File: src/rtl/dws_pkg.sv
package dws_pkg;
  typedef enum logic {
    SH_LEFT  = 1'b0,
    SH_RIGHT = 1'b1
  } sh_dir_e;
endpackage

File: src/rtl/dws_join.sv
module dws_join #(
  parameter int HALF_W = 128
) (
  input  logic [HALF_W-1:0]   hi,
  input  logic [HALF_W-1:0]   lo,
  output logic [2*HALF_W-1:0] joined
);
  // first operand takes the more significant (leftmost) half
  assign joined = {hi, lo};
endmodule

File: src/rtl/dws_funnel.sv
module dws_funnel
  import dws_pkg::*;
#(
  parameter int HALF_W = 128,
  parameter int CNT_W  = 3
) (
  input  logic [2*HALF_W-1:0] joined,
  input  logic [CNT_W-1:0]    amt,
  input  sh_dir_e             dir,
  output logic [HALF_W-1:0]   y,
  output logic [HALF_W-1:0]   cross_bits
);
  localparam int FULL_W = 2 * HALF_W;

  logic [FULL_W-1:0] shl_w;
  logic [FULL_W-1:0] shr_w;
  logic [HALF_W-1:0] hi_w;
  logic [HALF_W-1:0] lo_w;

  function automatic logic [FULL_W-1:0] shift_word(input logic [FULL_W-1:0] v,
                                                    input logic [CNT_W-1:0] n,
                                                    input logic right);
    return right ? (v >> n) : (v << n);
  endfunction

  assign hi_w  = joined[FULL_W-1:HALF_W];
  assign lo_w  = joined[HALF_W-1:0];
  assign shl_w = shift_word(joined, amt, 1'b0);
  assign shr_w = shift_word(joined, amt, 1'b1);

  always_comb begin
    if (dir == SH_LEFT) begin
      y          = shl_w[FULL_W-1:HALF_W];
      cross_bits = lo_w >> (HALF_W - int'(amt));
    end else begin
      y          = shr_w[HALF_W-1:0];
      cross_bits = hi_w << (HALF_W - int'(amt));
    end
  end
endmodule

File: src/rtl/dws_outstage.sv
module dws_outstage #(
  parameter int W   = 128,
  parameter bit REG = 1'b1
) (
  input  logic         clk,
  input  logic         rst_n,
  input  logic [W-1:0] d,
  output logic [W-1:0] q
);
  generate
    if (REG) begin : g_reg
      always_ff @(posedge clk or negedge rst_n) begin
        if (!rst_n) q <= '0;
        else        q <= d;
      end
    end else begin : g_comb
      logic unused_w;
      assign unused_w = clk ^ rst_n;
      assign q = d;
    end
  endgenerate
endmodule

File: src/rtl/dwshift_unit.sv
module dwshift_unit
  import dws_pkg::*;
#(
  parameter int HALF_W  = 128,
  parameter int CNT_W   = 3,
  parameter bit REG_OUT = 1'b1
) (
  input  logic              clk,
  input  logic              rst_n,
  input  logic [HALF_W-1:0] opnd_hi,
  input  logic [HALF_W-1:0] opnd_lo,
  input  logic [CNT_W-1:0]  shamt,
  input  logic              dir_right,
  output logic [HALF_W-1:0] res
);
  localparam int FULL_W = 2 * HALF_W;

  logic [FULL_W-1:0] joined_w;
  logic [HALF_W-1:0] shifted_w;
  logic [HALF_W-1:0] cross_bits;
  sh_dir_e           dir_w;

  assign dir_w = dir_right ? SH_RIGHT : SH_LEFT;

  dws_join #(.HALF_W(HALF_W)) u_join (
    .hi     (opnd_hi),
    .lo     (opnd_lo),
    .joined (joined_w)
  );

  dws_funnel #(.HALF_W(HALF_W), .CNT_W(CNT_W)) u_funnel (
    .joined     (joined_w),
    .amt        (shamt),
    .dir        (dir_w),
    .y          (shifted_w),
    .cross_bits (cross_bits)
  );

  dws_outstage #(.W(HALF_W), .REG(REG_OUT)) u_out (
    .clk   (clk),
    .rst_n (rst_n),
    .d     (shifted_w),
    .q     (res)
  );
endmodule

File: config.mk
export PLATFORM = sky130hd
export DESIGN_NAME = dwshift_unit
export DESIGN_NICKNAME = d
export VERILOG_FILES = /design/src/rtl/dws_pkg.sv /design/src/rtl/dws_join.sv /design/src/rtl/dws_funnel.sv /design/src/rtl/dws_outstage.sv /design/src/rtl/dwshift_unit.sv
export SDC_FILE = /design/constraint.sdc
export NUM_CORES = 1
export LEC_CHECK = 0
export BUFFER_PORTS_ARGS = -buffer_cell sky130_fd_sc_hd__buf_2
export CELL_PAD_IN_SITES_DETAIL_PLACEMENT = 0
export CELL_PAD_IN_SITES_GLOBAL_PLACEMENT = 1
export CORE_MARGIN = 2
export CORE_UTILIZATION = 35
export CTS_CLUSTER_SIZE = 25
export DETAILED_ROUTE_END_ITERATION = 10
export PLACE_DENSITY = 0.75
export SLEW_MARGIN = 20
export SYNTH_ARGS = -nofsm -noshare
export SYNTH_HDL_FRONTEND = slang
export SYNTH_SLANG_ARGS = --single-unit
File: constraint.sdc
create_clock -name clk -period 0.8 [get_ports clk]
set_input_delay 0.16 -clock clk [delete_from_list [all_inputs] [get_ports clk]]
set_output_delay 0.16 -clock clk [all_outputs]
set_load 0.02 [all_outputs]
Word-level counts from Yosys, hierarchy flattened
Cells that the tools add are included.

cells by class
  shift operators = 2
  mux-type cells = 2

operators by type and width
  kind                            count
  left shift 256 x 3 -> 256 bit   1
  right shift 256 x 3 -> 128 bit  1
  two-way mux 128 bit             1
  two-way mux 1 bit               1

word-level totals
  logic and storage cells = 5
  input port bits = 262
  bits in registers = 128
  output and inout bits = 128

Depth between registers and ports, before layout
Gate-level depths: netlist of the first run.

  depth after elaboration = 2
  mapped depth = 8
  mapped depth without buffers = 4

Cells and area by module
Synthesis of the first run repeated with hierarchy kept, for this count alone.

unflattened totals
  cells, all modules = 2177
  area, all modules = 20024.2 µm²

modules (own cells, without submodules)
  module        cells each  instances  area each (µm²)  sequential area each (µm²)
  dws_funnel    1793        1          14899.3          0.0
  dws_outstage  128         1          3203.1           3203.1
  dws_join      256         1          1921.8           0.0

Worst setup path before layout of the first run
No wires, ideal clock.

  path type = in2reg
  start = in shamt[0]
  end = reg u_out.q[0]
  setup slack = -0.695 ns
  arrival = 1.357 ns
  library setup time = 0.138 ns
  required time = 0.662 ns
  path buffers = 3
  stages = 6
  cell sequence = buf_4 buf_4 buf_4 a211oi_1 a21oi_1 mux4_2

on the way
  cells in the longest elaborated chain, start to end = 2
  elaborated cells on any way between the ends = 3

ends and longest elaborated chain
  item                                                                                    line                text
  start, declared                                                                         dwshift_unit.sv:12  input logic [CNT_W-1:0] shamt,
  left shift 256 x 3 -> 256 bit / right shift 256 x 3 -> 128 bit (equally long branches)  dws_funnel.sv:23    return right ? (v >> n) : (v << n);
  two-way mux 128 bit *                                                                   dws_funnel.sv:32    if (dir == SH_LEFT) begin
  net shifted_w[0]                                                                        dwshift_unit.sv:19  logic [HALF_W-1:0] shifted_w;
  end signal, assigned                                                                    dws_outstage.sv:13  if (!rst_n) q <= '0;
  end signal, assigned                                                                    dws_outstage.sv:14  else q <= d;
  end, declared                                                                           dws_outstage.sv:8   output logic [W-1:0] q

Mark *: on every way through the listed nets, which the timed path passes. The rest lies on a longest branch.

Worst setup path in the final report of the first run
  start = in shamt[0]
  end = reg u_out.q[68]

The elaborated chain is that of the path after synthesis.

==> results of run 1 <==
==> layout by cell type, fill, tap and decap left out, drive strengths merged, types with 6 or more instances in the layout <==
cell type,n
buf,712
mux2,196
o22ai,182
dfrtp,128
o31ai,114
or3,109
mux2i,76
a22o,52
clkbuf,47
o21ai,10
nand3b,8
inv,8
o221ai,8
nand2,7
a22oi,7
nor2,6
==> power by group through the flow <==
stage	logic, mW	registers (mW)	clock network [mW]
2_1_floorplan	4.00	8.71	0
5_1_grt	14.6	7.88	8.78
3_5_place_dp	9.40	7.73	0
6_report	14.1	7.85	8.47
4_1_cts	10.4	7.75	8.46
3_3_place_gp	9.31	7.74	0
==> cells in the mapped netlist (3+ instances only) <==
cell	number	area, um^2
a22o_1	52	455
o21bai_1	3	22.5
o22ai_1	182	1140
o21ai_0	8	40.0
mux2i_1	76	761
nor2_1	6	22.5
clkbuf_1	52	195
dfrtp_1	128	3200
mux2_2	193	2170
buf_2	36	180
mux2_1	3	33.8
buf_4	15	113
nand3b_1	8	60.1
or3_1	109	682
nand2_1	7	26.3
o22a_1	3	26.3
o31ai_1	114	856
mux4_2	4	90.1
buf_1	4	15.0
a22oi_1	7	52.6
o221ai_1	8	70.1
nor2b_1	3	18.8
buf_8	8	120
a21oi_1	4	20.0
==> area by class of cell <==
type	count	share of cell area, %
timing repair buffer	742	33.1
sequential	128	15.7
tap	390	2.39
antenna	2	0.0245
clock buffer	18	2.10
clock inverter	14	0.876
multi-input combinational	810	45.8
inverter	2	0.0490
==> cell families after synthesis <==
family	after synthesis
multiplexers	276
buffers and inverters	118
flip-flops	128
AND/OR/NAND/NOR	141
AO/OA/AOI/OAI	393
==> repair_timing <==
action,CTS,global route
setup buffers,1,50
hold endpoints to repair,128,0
pin swaps,10,139
resized for setup,261,556
setup endpoints to repair,256,256
hold buffers,1,0
cloned,2,37
==> metrics by stage <==
step | instance area, um^2 | instances | TNS [ps] | power, mW
detailed placement | 14800 | 1984 | -96440 | 17.1
CTS | 16600 | 2020 | -77830 | 26.6
global route | 20400 | 2106 | -81630 | 31.2
finish | 20400 | 2106 | -77580 | 30.4
floorplan | 10600 | 1056 | -75210 | 12.7
global placement | 14800 | 1984 | -94090 | 17.1
==> worst paths after layout <==
path	slack [ps]	startpoint	endpoint	depth (start not counted)
max	-440	shamt[0]	u_out.q[68]	7
min	140	rst_n	u_out.q[92]	2
max in group asynchronous	180	rst_n	u_out.q[14]	3
min in group clk	160	shamt[2]	u_out.q[115]	3
==> routing by layer <==
metal	global-route usage, %	up-vias	wire (um)
li1	-	5620	-
met1	34.8	6663	21000
met2	47.2	943	27700
met3	3.62	218	4760
met4	8.20	0	2830
met5	0	-	0
==> flow_metrics.py, run 1 <==
metrics = {
    "timing": {
        "setup_violations": 256,
        "hold_viol_final": 0,
        "max_freq_mhz": 807,
        "worstMarginPinSlew_ps": 395,
        "slew_viol_final": 0,
        "period_minus_slack_ps": 1240,
        "hold_slack_ps": 137,
        "rsz0062_at_grt": "true",
        "slew_headroom_pct": 73.1,
        "finalCritPeriodShare_pct": 155,
        "finalWorstSetupSlack_ps": -439,
    },
    "placement": {
        "post-place-ws_ps": -918,
        "portBuffers": 389,
        "place_congestion": 0.985,
        "place_hpwl_mm": 34.0,
    },
    "floorplan": {
        "start_util_pct": 35.5,
        "fp-row-count": 63,
        "io_pins": 390,
        "core_mm2": 0.0296,
        "die_h_um": 177,
        "die_area_mm2": 0.0315,
        "die_x_um": 177,
    },
    "detailed_routing": {
        "wl_per_cell_um": 26.7,
        "dr_total_vias": 13400,
        "first_iter_violations": 1281,
        "post-route-drc-count": 0,
        "viasPerCell": 6.38,
        "detail-route-antenna-nets": 0,
        "drtPass1Iterations": 5,
        "finalWirelength_mm": 56.3,
    },
    "synthesis": {
        "netlist_instances": 1056,
        "synth_flop_cell": "dfrtp_1",
        "yosysUniqueCellTypes": 39,
        "ys_warn_count": 0,
        "synth_top_family_by_area": "multiplexers",
        "muxShareOfSynthArea_pct": 29.0,
        "synth_compound_area_share_pct": 26.4,
        "synthAdderAreaFrac_pct": 0,
        "synth_simple_gate_area_share_pct": 8.12,
        "ys_ff_latch": 128,
        "synthArstFlopShare_pct": 100,
        "synth_edf_count": 0,
        "synth_area_mm2": 0.0105,
        "synth-seq-area-share_pct": 30.4,
        "postSynthAreaPerCell_um2": 9.98,
        "syn-num-nets": 1318,
        "synth_xor_area_share_pct": 0,
    },
    "worst_setup_path": {
        "crit_chain": "clkbuf_16 -> buf_16 -> buf_16 -> mux2_2 -> o22ai_1 -> or3_1 -> o31ai_2",
        "startpoint_type": "input pin",
        "cpMostUsedCell": "buf_16",
        "slowest_stage": "mux2_2",
        "crit_path_max_incr_delay_ps": 370,
        "cp.required_ps": 1120,
        "arrival_ps": 1560,
        "cp.buffers_inverters": 3,
        "worstPathMaxFanout": 6,
        "endpoint_kind": "flop",
        "criticalPathCategory": "in2reg",
        "cp_top_family": "buffers and inverters",
    },
    "clocking": {
        "cts_tree": "done",
        "cts_max_level": 4,
        "clk_pin_slew_ps": 80,
        "numClockSinks": 128,
        "clockBufferDepth": 2,
        "cts_buffers": 17,
        "root_buffer": "clkbuf_16",
    },
    "outcome": {
        "outcome": "finished, violations left",
        "violations": "setup timing",
    },
    "grt": {
        "grt_antenna_before_repair": 2,
        "grtUsageTotal_pct": 27.1,
        "grt_pass1_vias": 12300,
        "grt_max_degree": 59,
        "grt_pass1_wl_mm": 67.2,
        "grt_overflow": 0,
    },
    "final_layout": {
        "largest_reg_flops": 128,
        "nFillCells": 2042,
        "seqCellArea_mm2": 0.00320,
        "drive_gt1_share_pct": 73.3,
        "final_util_pct": 68.9,
        "multi_input_area_mm2": 0.00935,
        "area_growth_syn_to_layout_pct": 93.9,
        "largest_register": "u_out.q",
        "reg_top3": "u_out.q x128",
        "fin_nets": 1963,
    },
    "power": {
        "pwr-share-clk_pct": 27.9,
        "peakVddDrop_v": 0.00142,
        "p_sw_share_pct": 35.6,
        "cellInternalPower_mw": 19.6,
        "pwr-share-seq_pct": 25.8,
        "pwr-share-comb_pct": 46.3,
        "power_density_mw_per_mm2": 1490,
        "leakagePower_nw": 9.16,
        "power.switching_mw": 10.8,
    },
    "hold_path": {
        "hold_class": "in2async",
    },
    "run": {
        "drv_cap": 0,
    },
}
No activity file was read; power rests on OpenSTA's default activity.
==> run 2, diff against run 1 <==
PLACE_DENSITY = 0.67   (was 0.75)
SYNTH_HIERARCHICAL = 1   (was unset)
==> flow_metrics.py, run 2 <==
metrics = {
    "power": {
        "pwr-share-comb_pct": 46.9,
        "pwr-share-clk_pct": 27.5,
        "pwr-share-seq_pct": 25.6,
        "p_sw_share_pct": 35.2,
        "leakagePower_nw": 9.45,
        "power_density_mw_per_mm2": 1420,
        "peakVddDrop_v": 0.00155,
        "power.switching_mw": 10.7,
        "cellInternalPower_mw": 19.6,
    },
    "placement": {
        "place_congestion": 0.910,
        "placedCellCount": 2208,
        "portBuffers": 389,
        "place_hpwl_mm": 40.5,
    },
    "final_layout": {
        "final_util_pct": 56.5,
        "drive_gt1_share_pct": 70.4,
        "nFillCells": 3233,
        "final_common_cell": "buf_2",
        "reg_top3": "u_out/q x128",
        "area_growth_syn_to_layout_pct": 58.2,
        "largest_reg_flops": 128,
        "largest_register": "u_out/q",
        "instances_no_fill": 2345,
        "final_cell_mix": "256 x buf_2, 249 x buf_4, 179 x buf_6, 128 x dfrtp_1, 109 x a22oi_2",
        "fin_nets": 2074,
    },
    "detailed_routing": {
        "viasPerCell": 5.77,
        "drtPass1Iterations": 5,
        "first_iter_violations": 842,
        "finalWirelength_mm": 60.3,
        "dr_total_vias": 13500,
        "post-route-drc-count": 0,
        "detail-route-antenna-nets": 0,
        "wl_per_cell_um": 25.7,
    },
    "floorplan": {
        "io_pins": 390,
        "die_h_um": 200,
        "start_util_pct": 35.7,
        "core_mm2": 0.0378,
        "die_x_um": 200,
        "fp-row-count": 71,
        "die_area_mm2": 0.0401,
    },
    "worst_setup_path": {
        "endpoint_kind": "output pin",
        "worstPathMaxFanout": 1,
        "cp.buffers_inverters": 1,
        "crit_path_max_incr_delay_ps": 420,
        "arrival_ps": 1020,
        "cp.required_ps": 640,
        "startpoint_type": "flop",
        "slowest_stage": "dfrtp_1",
        "startpoint": "u_out/q[43]",
        "crit_chain": "buf_6",
        "cp_top_family": "flip-flops",
        "criticalPathCategory": "reg2out",
    },
    "timing": {
        "finalWorstSetupSlack_ps": -378,
        "slew_viol_final": 0,
        "slew_headroom_pct": 67.6,
        "finalCritPeriodShare_pct": 147,
        "hold_viol_final": 0,
        "max_freq_mhz": 849,
        "period_minus_slack_ps": 1180,
        "setup_violations": 256,
        "hold_slack_ps": 114,
        "rsz0062_at_grt": "true",
        "worstMarginPinSlew_ps": 486,
    },
    "synthesis": {
        "postSynthAreaPerCell_um2": 9.57,
        "ys_warn_count": 6,
        "netlist_instances": 1408,
        "syn-num-nets": 1670,
        "synth_area_mm2": 0.0135,
    },
    "clocking": {
        "cts_buffers": 17,
        "cts_tree": "done",
        "clockBufferDepth": 2,
        "root_buffer": "clkbuf_16",
        "clk_pin_slew_ps": 70,
        "cts_max_level": 4,
        "numClockSinks": 128,
    },
    "grt": {
        "grtUsageTotal_pct": 29.1,
        "grt_max_degree": 49,
        "grt_pass1_vias": 14300,
        "grt_pass1_wl_mm": 88.8,
        "grt_antenna_before_repair": 11,
        "grt_overflow": 0,
    },
    "outcome": {
        "outcome": "finished, violations left",
        "violations": "setup timing",
    },
    "hold_path": {
        "hold_class": "in2async",
    },
    "run": {
        "drv_cap": 0,
    },
}
run 2: cell count changes in the layout (fill, tap and decap cells not counted), sizes merged, moves of 27 or more:
cell    delta
or3       -95
o31ai     -93
mux2i     +59
buf       +74
a31oi     +92
a22oi    +111
and3      +80
o22a      +31
mux2      -54
o22ai    -174
nand2     +41
clkbuf    -27
run 2: what timing repair did:
action | 4_1_cts | 5_1_grt
setup endpoints to repair | 256 | 256
resized for setup | 575 | 162
pin swaps | 182 | 94
hold endpoints to repair | 128 | 0
setup buffers | 58 | 24
hold buffers | 1 | 0
gates cloned | 32 | 1
run 2: metal layers:
metal | vias to the layer above | wire [um] | part of all wire (%) | GRT usage (%)
li1 | 5943 | - | - | -
met1 | 6752 | 24900 | 41 | 37.0
met4 | 6 | 2660 | 4.4 | 13.9
met5 | - | 39 | 0.065 | 0
met2 | 679 | 28800 | 48 | 47.6
met3 | 149 | 3940 | 6.5 | 5.43
run 2: power groups by stage:
stage | Clock, mW | Sequential (mW) | Combinational [mW]
2_1_floorplan | 0 | 8.70 | 5.91
3_3_place_gp | 0 | 7.68 | 10.3
3_5_place_dp | 0 | 7.66 | 10.3
4_1_cts | 8.42 | 7.77 | 13.4
5_1_grt | 8.68 | 7.84 | 14.8
6_report | 8.33 | 7.77 | 14.2
run 2: final cells by class:
| cell class | count | area [um^2] | area share (%) |
|---|---|---|---|
| diodes | 9 | 22.5 | 0.106 |
| multi-input cells | 872 | 9500 | 44.5 |
| flip-flops and latches | 128 | 3200 | 15.0 |
| clock buffers | 18 | 429 | 2.01 |
| well taps | 511 | 639 | 3.00 |
| inverters | 4 | 27.5 | 0.129 |
| repair buffers | 789 | 7330 | 34.4 |
| clock inverters | 14 | 168 | 0.786 |
run 2: how the worst max path moves through the flow:
stage	endpoint	slack, ps	depth (start not counted)
finish	res[43]	-380	1
global route	res[121]	-400	1
CTS	res[65]	-390	1
detailed placement	u_out/q[119]	-1040	6
global placement	u_out/q[81]	-1030	6
floorplan	u_out/q[98]	-640	7
run 2: per-stage QoR:
| step | setup TNS, ps | setup WS [ps] | power [mW] | cell area, um^2 |
|---|---|---|---|---|
| 2_1_floorplan | -72810 | -637 | 14.6 | 14200 |
| 3_3_place_gp | -117970 | -1030 | 17.9 | 16400 |
| 3_5_place_dp | -119920 | -1040 | 18.0 | 16400 |
| 4_1_cts | -68220 | -386 | 29.6 | 20600 |
| 5_1_grt | -76290 | -398 | 31.4 | 21300 |
| 6_report | -69840 | -378 | 30.3 | 21300 |
==> run 3, diff against run 2 <==
CTS_BUF_LIST = sky130_fd_sc_hd__clkbuf_2 sky130_fd_sc_hd__clkbuf_4 sky130_fd_sc_hd__clkbuf_8   (was unset)
PLACE_DENSITY = 0.69   (was 0.67)
clock period = 1.07 ns   (was 0.8 ns; I/O delays follow)
==> flow_metrics.py, run 3 (synthesis results as in run 2) <==
metrics = {
    "clocking": {
        "cts_max_level": 4,
        "clk_pin_slew_ps": 90,
        "root_buffer": "clkbuf_8",
        "numClockSinks": 128,
        "cts_buffers": 17,
        "clockBufferDepth": 2,
        "cts_tree": "done",
    },
    "timing": {
        "hold_viol_final": 0,
        "finalWorstSetupSlack_ps": -254,
        "worstMarginPinSlew_ps": 494,
        "max_freq_mhz": 755,
        "period_minus_slack_ps": 1320,
        "rsz0062_at_grt": "true",
        "finalCritPeriodShare_pct": 124,
        "slew_viol_final": 0,
        "slew_headroom_pct": 66.6,
        "setup_violations": 205,
    },
    "detailed_routing": {
        "dr_total_vias": 13500,
        "detail-route-antenna-nets": 0,
        "viasPerCell": 5.70,
        "first_iter_violations": 926,
        "drtPass1Iterations": 5,
        "wl_per_cell_um": 24.7,
        "finalWirelength_mm": 58.5,
        "post-route-drc-count": 0,
    },
    "worst_setup_path": {
        "crit_chain": "buf_6",
        "cp.buffers_inverters": 1,
        "startpoint": "u_out/q[47]",
        "arrival_ps": 1110,
        "path_depth": 1,
        "slowest_stage": "dfrtp_1",
        "cp.required_ps": 860,
        "endpoint": "res[47]",
        "crit_path_max_incr_delay_ps": 450,
        "worstPathMaxFanout": 1,
        "cp_top_family": "flip-flops",
        "criticalPathCategory": "reg2out",
        "startpoint_type": "flop",
        "endpoint_kind": "output pin",
    },
    "power": {
        "peakVddDrop_v": 0.000876,
        "power_density_mw_per_mm2": 1010,
        "leakagePower_nw": 9.33,
    },
    "grt": {
        "grt_antenna_before_repair": 13,
        "grtUsageTotal_pct": 27.0,
        "grt_pass1_wl_mm": 83.3,
        "grt_overflow": 0,
        "grt_pass1_vias": 14000,
        "grt_max_degree": 46,
    },
    "outcome": {
        "violations": "setup timing",
        "outcome": "finished, violations left",
    },
    "floorplan": {
        "start_util_pct": 35.7,
        "die_area_mm2": 0.0401,
        "fp-row-count": 71,
        "core_mm2": 0.0378,
        "io_pins": 390,
        "die_x_um": 200,
        "die_h_um": 200,
    },
    "final_layout": {
        "largest_reg_flops": 128,
        "final_common_cell": "buf_4",
        "reg_top3": "u_out/q x128",
        "final_cell_mix": "299 x buf_4, 257 x buf_2, 164 x buf_6, 128 x dfrtp_1, 109 x mux2i_1",
        "nFillCells": 3321,
        "final_util_pct": 54.7,
        "instances_no_fill": 2371,
        "largest_register": "u_out/q",
        "drive_gt1_share_pct": 67.6,
        "area_growth_syn_to_layout_pct": 53.1,
        "fin_nets": 2097,
        "final_cell_area_mm2": 0.0206,
    },
    "placement": {
        "place_congestion": 0.940,
        "placedCellCount": 2244,
        "portBuffers": 389,
        "placed_area_mm2": 0.0168,
        "place_hpwl_mm": 40.9,
    },
    "run": {
        "drv_cap": 0,
    },
    "hold_path": {
        "hold_class": "in2async",
    },
}
## run 3: changes by cell type in the layout (fill, tap and decap cells not counted), moves of 12 or more
cell / previous run / this run
buf_4: 249 / 299
buf_6: 179 / 164
a31oi_1: 62 / 81
buf_8: 29 / 6
a31oi_4: 18 / 6
clkbuf_8: 0 / 18
## run 3: stage by stage
stage	hold WS [ps]	power [mW]	setup WS (ps)	setup TNS [ps]
6_report	84.4	20.9	-254	-23920
4_1_cts	47.0	20.2	-297	-26150
2_1_floorplan	-81.6	10.9	-421	-45160
3_5_place_dp	46.4	13.6	-678	-75530
3_3_place_gp	45.9	13.6	-661	-73490
5_1_grt	68.2	21.8	-308	-29650
## run 3: report_power, final
part / switching [mW] / internal [mW] / total, mW
Combinational: 4.79 / 5.37 / 10.2
Clock: 2.34 / 2.59 / 4.93
Sequential: 0.372 / 5.45 / 5.82
Total: 7.51 / 13.4 / 20.9
## run 3: worst min path at each step
stage	start	endpoint	slack, ps
finish	rst_n	u_out/q[7]	80
global route	rst_n	u_out/q[7]	70
CTS	rst_n	u_out/q[7]	50
detailed placement	rst_n	u_out/q[15]	50
global placement	rst_n	u_out/q[15]	50
floorplan	rst_n	u_out/q[0]	-80
## run 3: cell type report
cell class,instances,area [um^2],share of cell area [%]
multi-input combinational,873,8930,43.3
timing repair buffer,811,7370,35.7
sequential,128,3200,15.5
tap,511,639,3.10
clock buffer,18,248,1.20
clock inverter,14,189,0.916
antenna,12,30.0,0.146
inverter,4,17.5,0.0849
## run 3: routing by layer
metal | global-route usage (%) | part of all wire (%) | vias to the layer above
met2 | 45.2 | 48 | 672
met4 | 11.1 | 3.8 | 8
met1 | 34.2 | 41 | 6737
met5 | 0 | 0.089 | -
met3 | 4.98 | 6.4 | 126
li1 | - | - | 5971
## run 3: what timing repair did
item,4_1_cts,5_1_grt
hold endpoints to repair,128,0
setup endpoints to repair,237,240
gates cloned,17,14
gates resized for setup,366,173
pin swaps,43,101
setup buffers,33,28
hold buffers,1,0
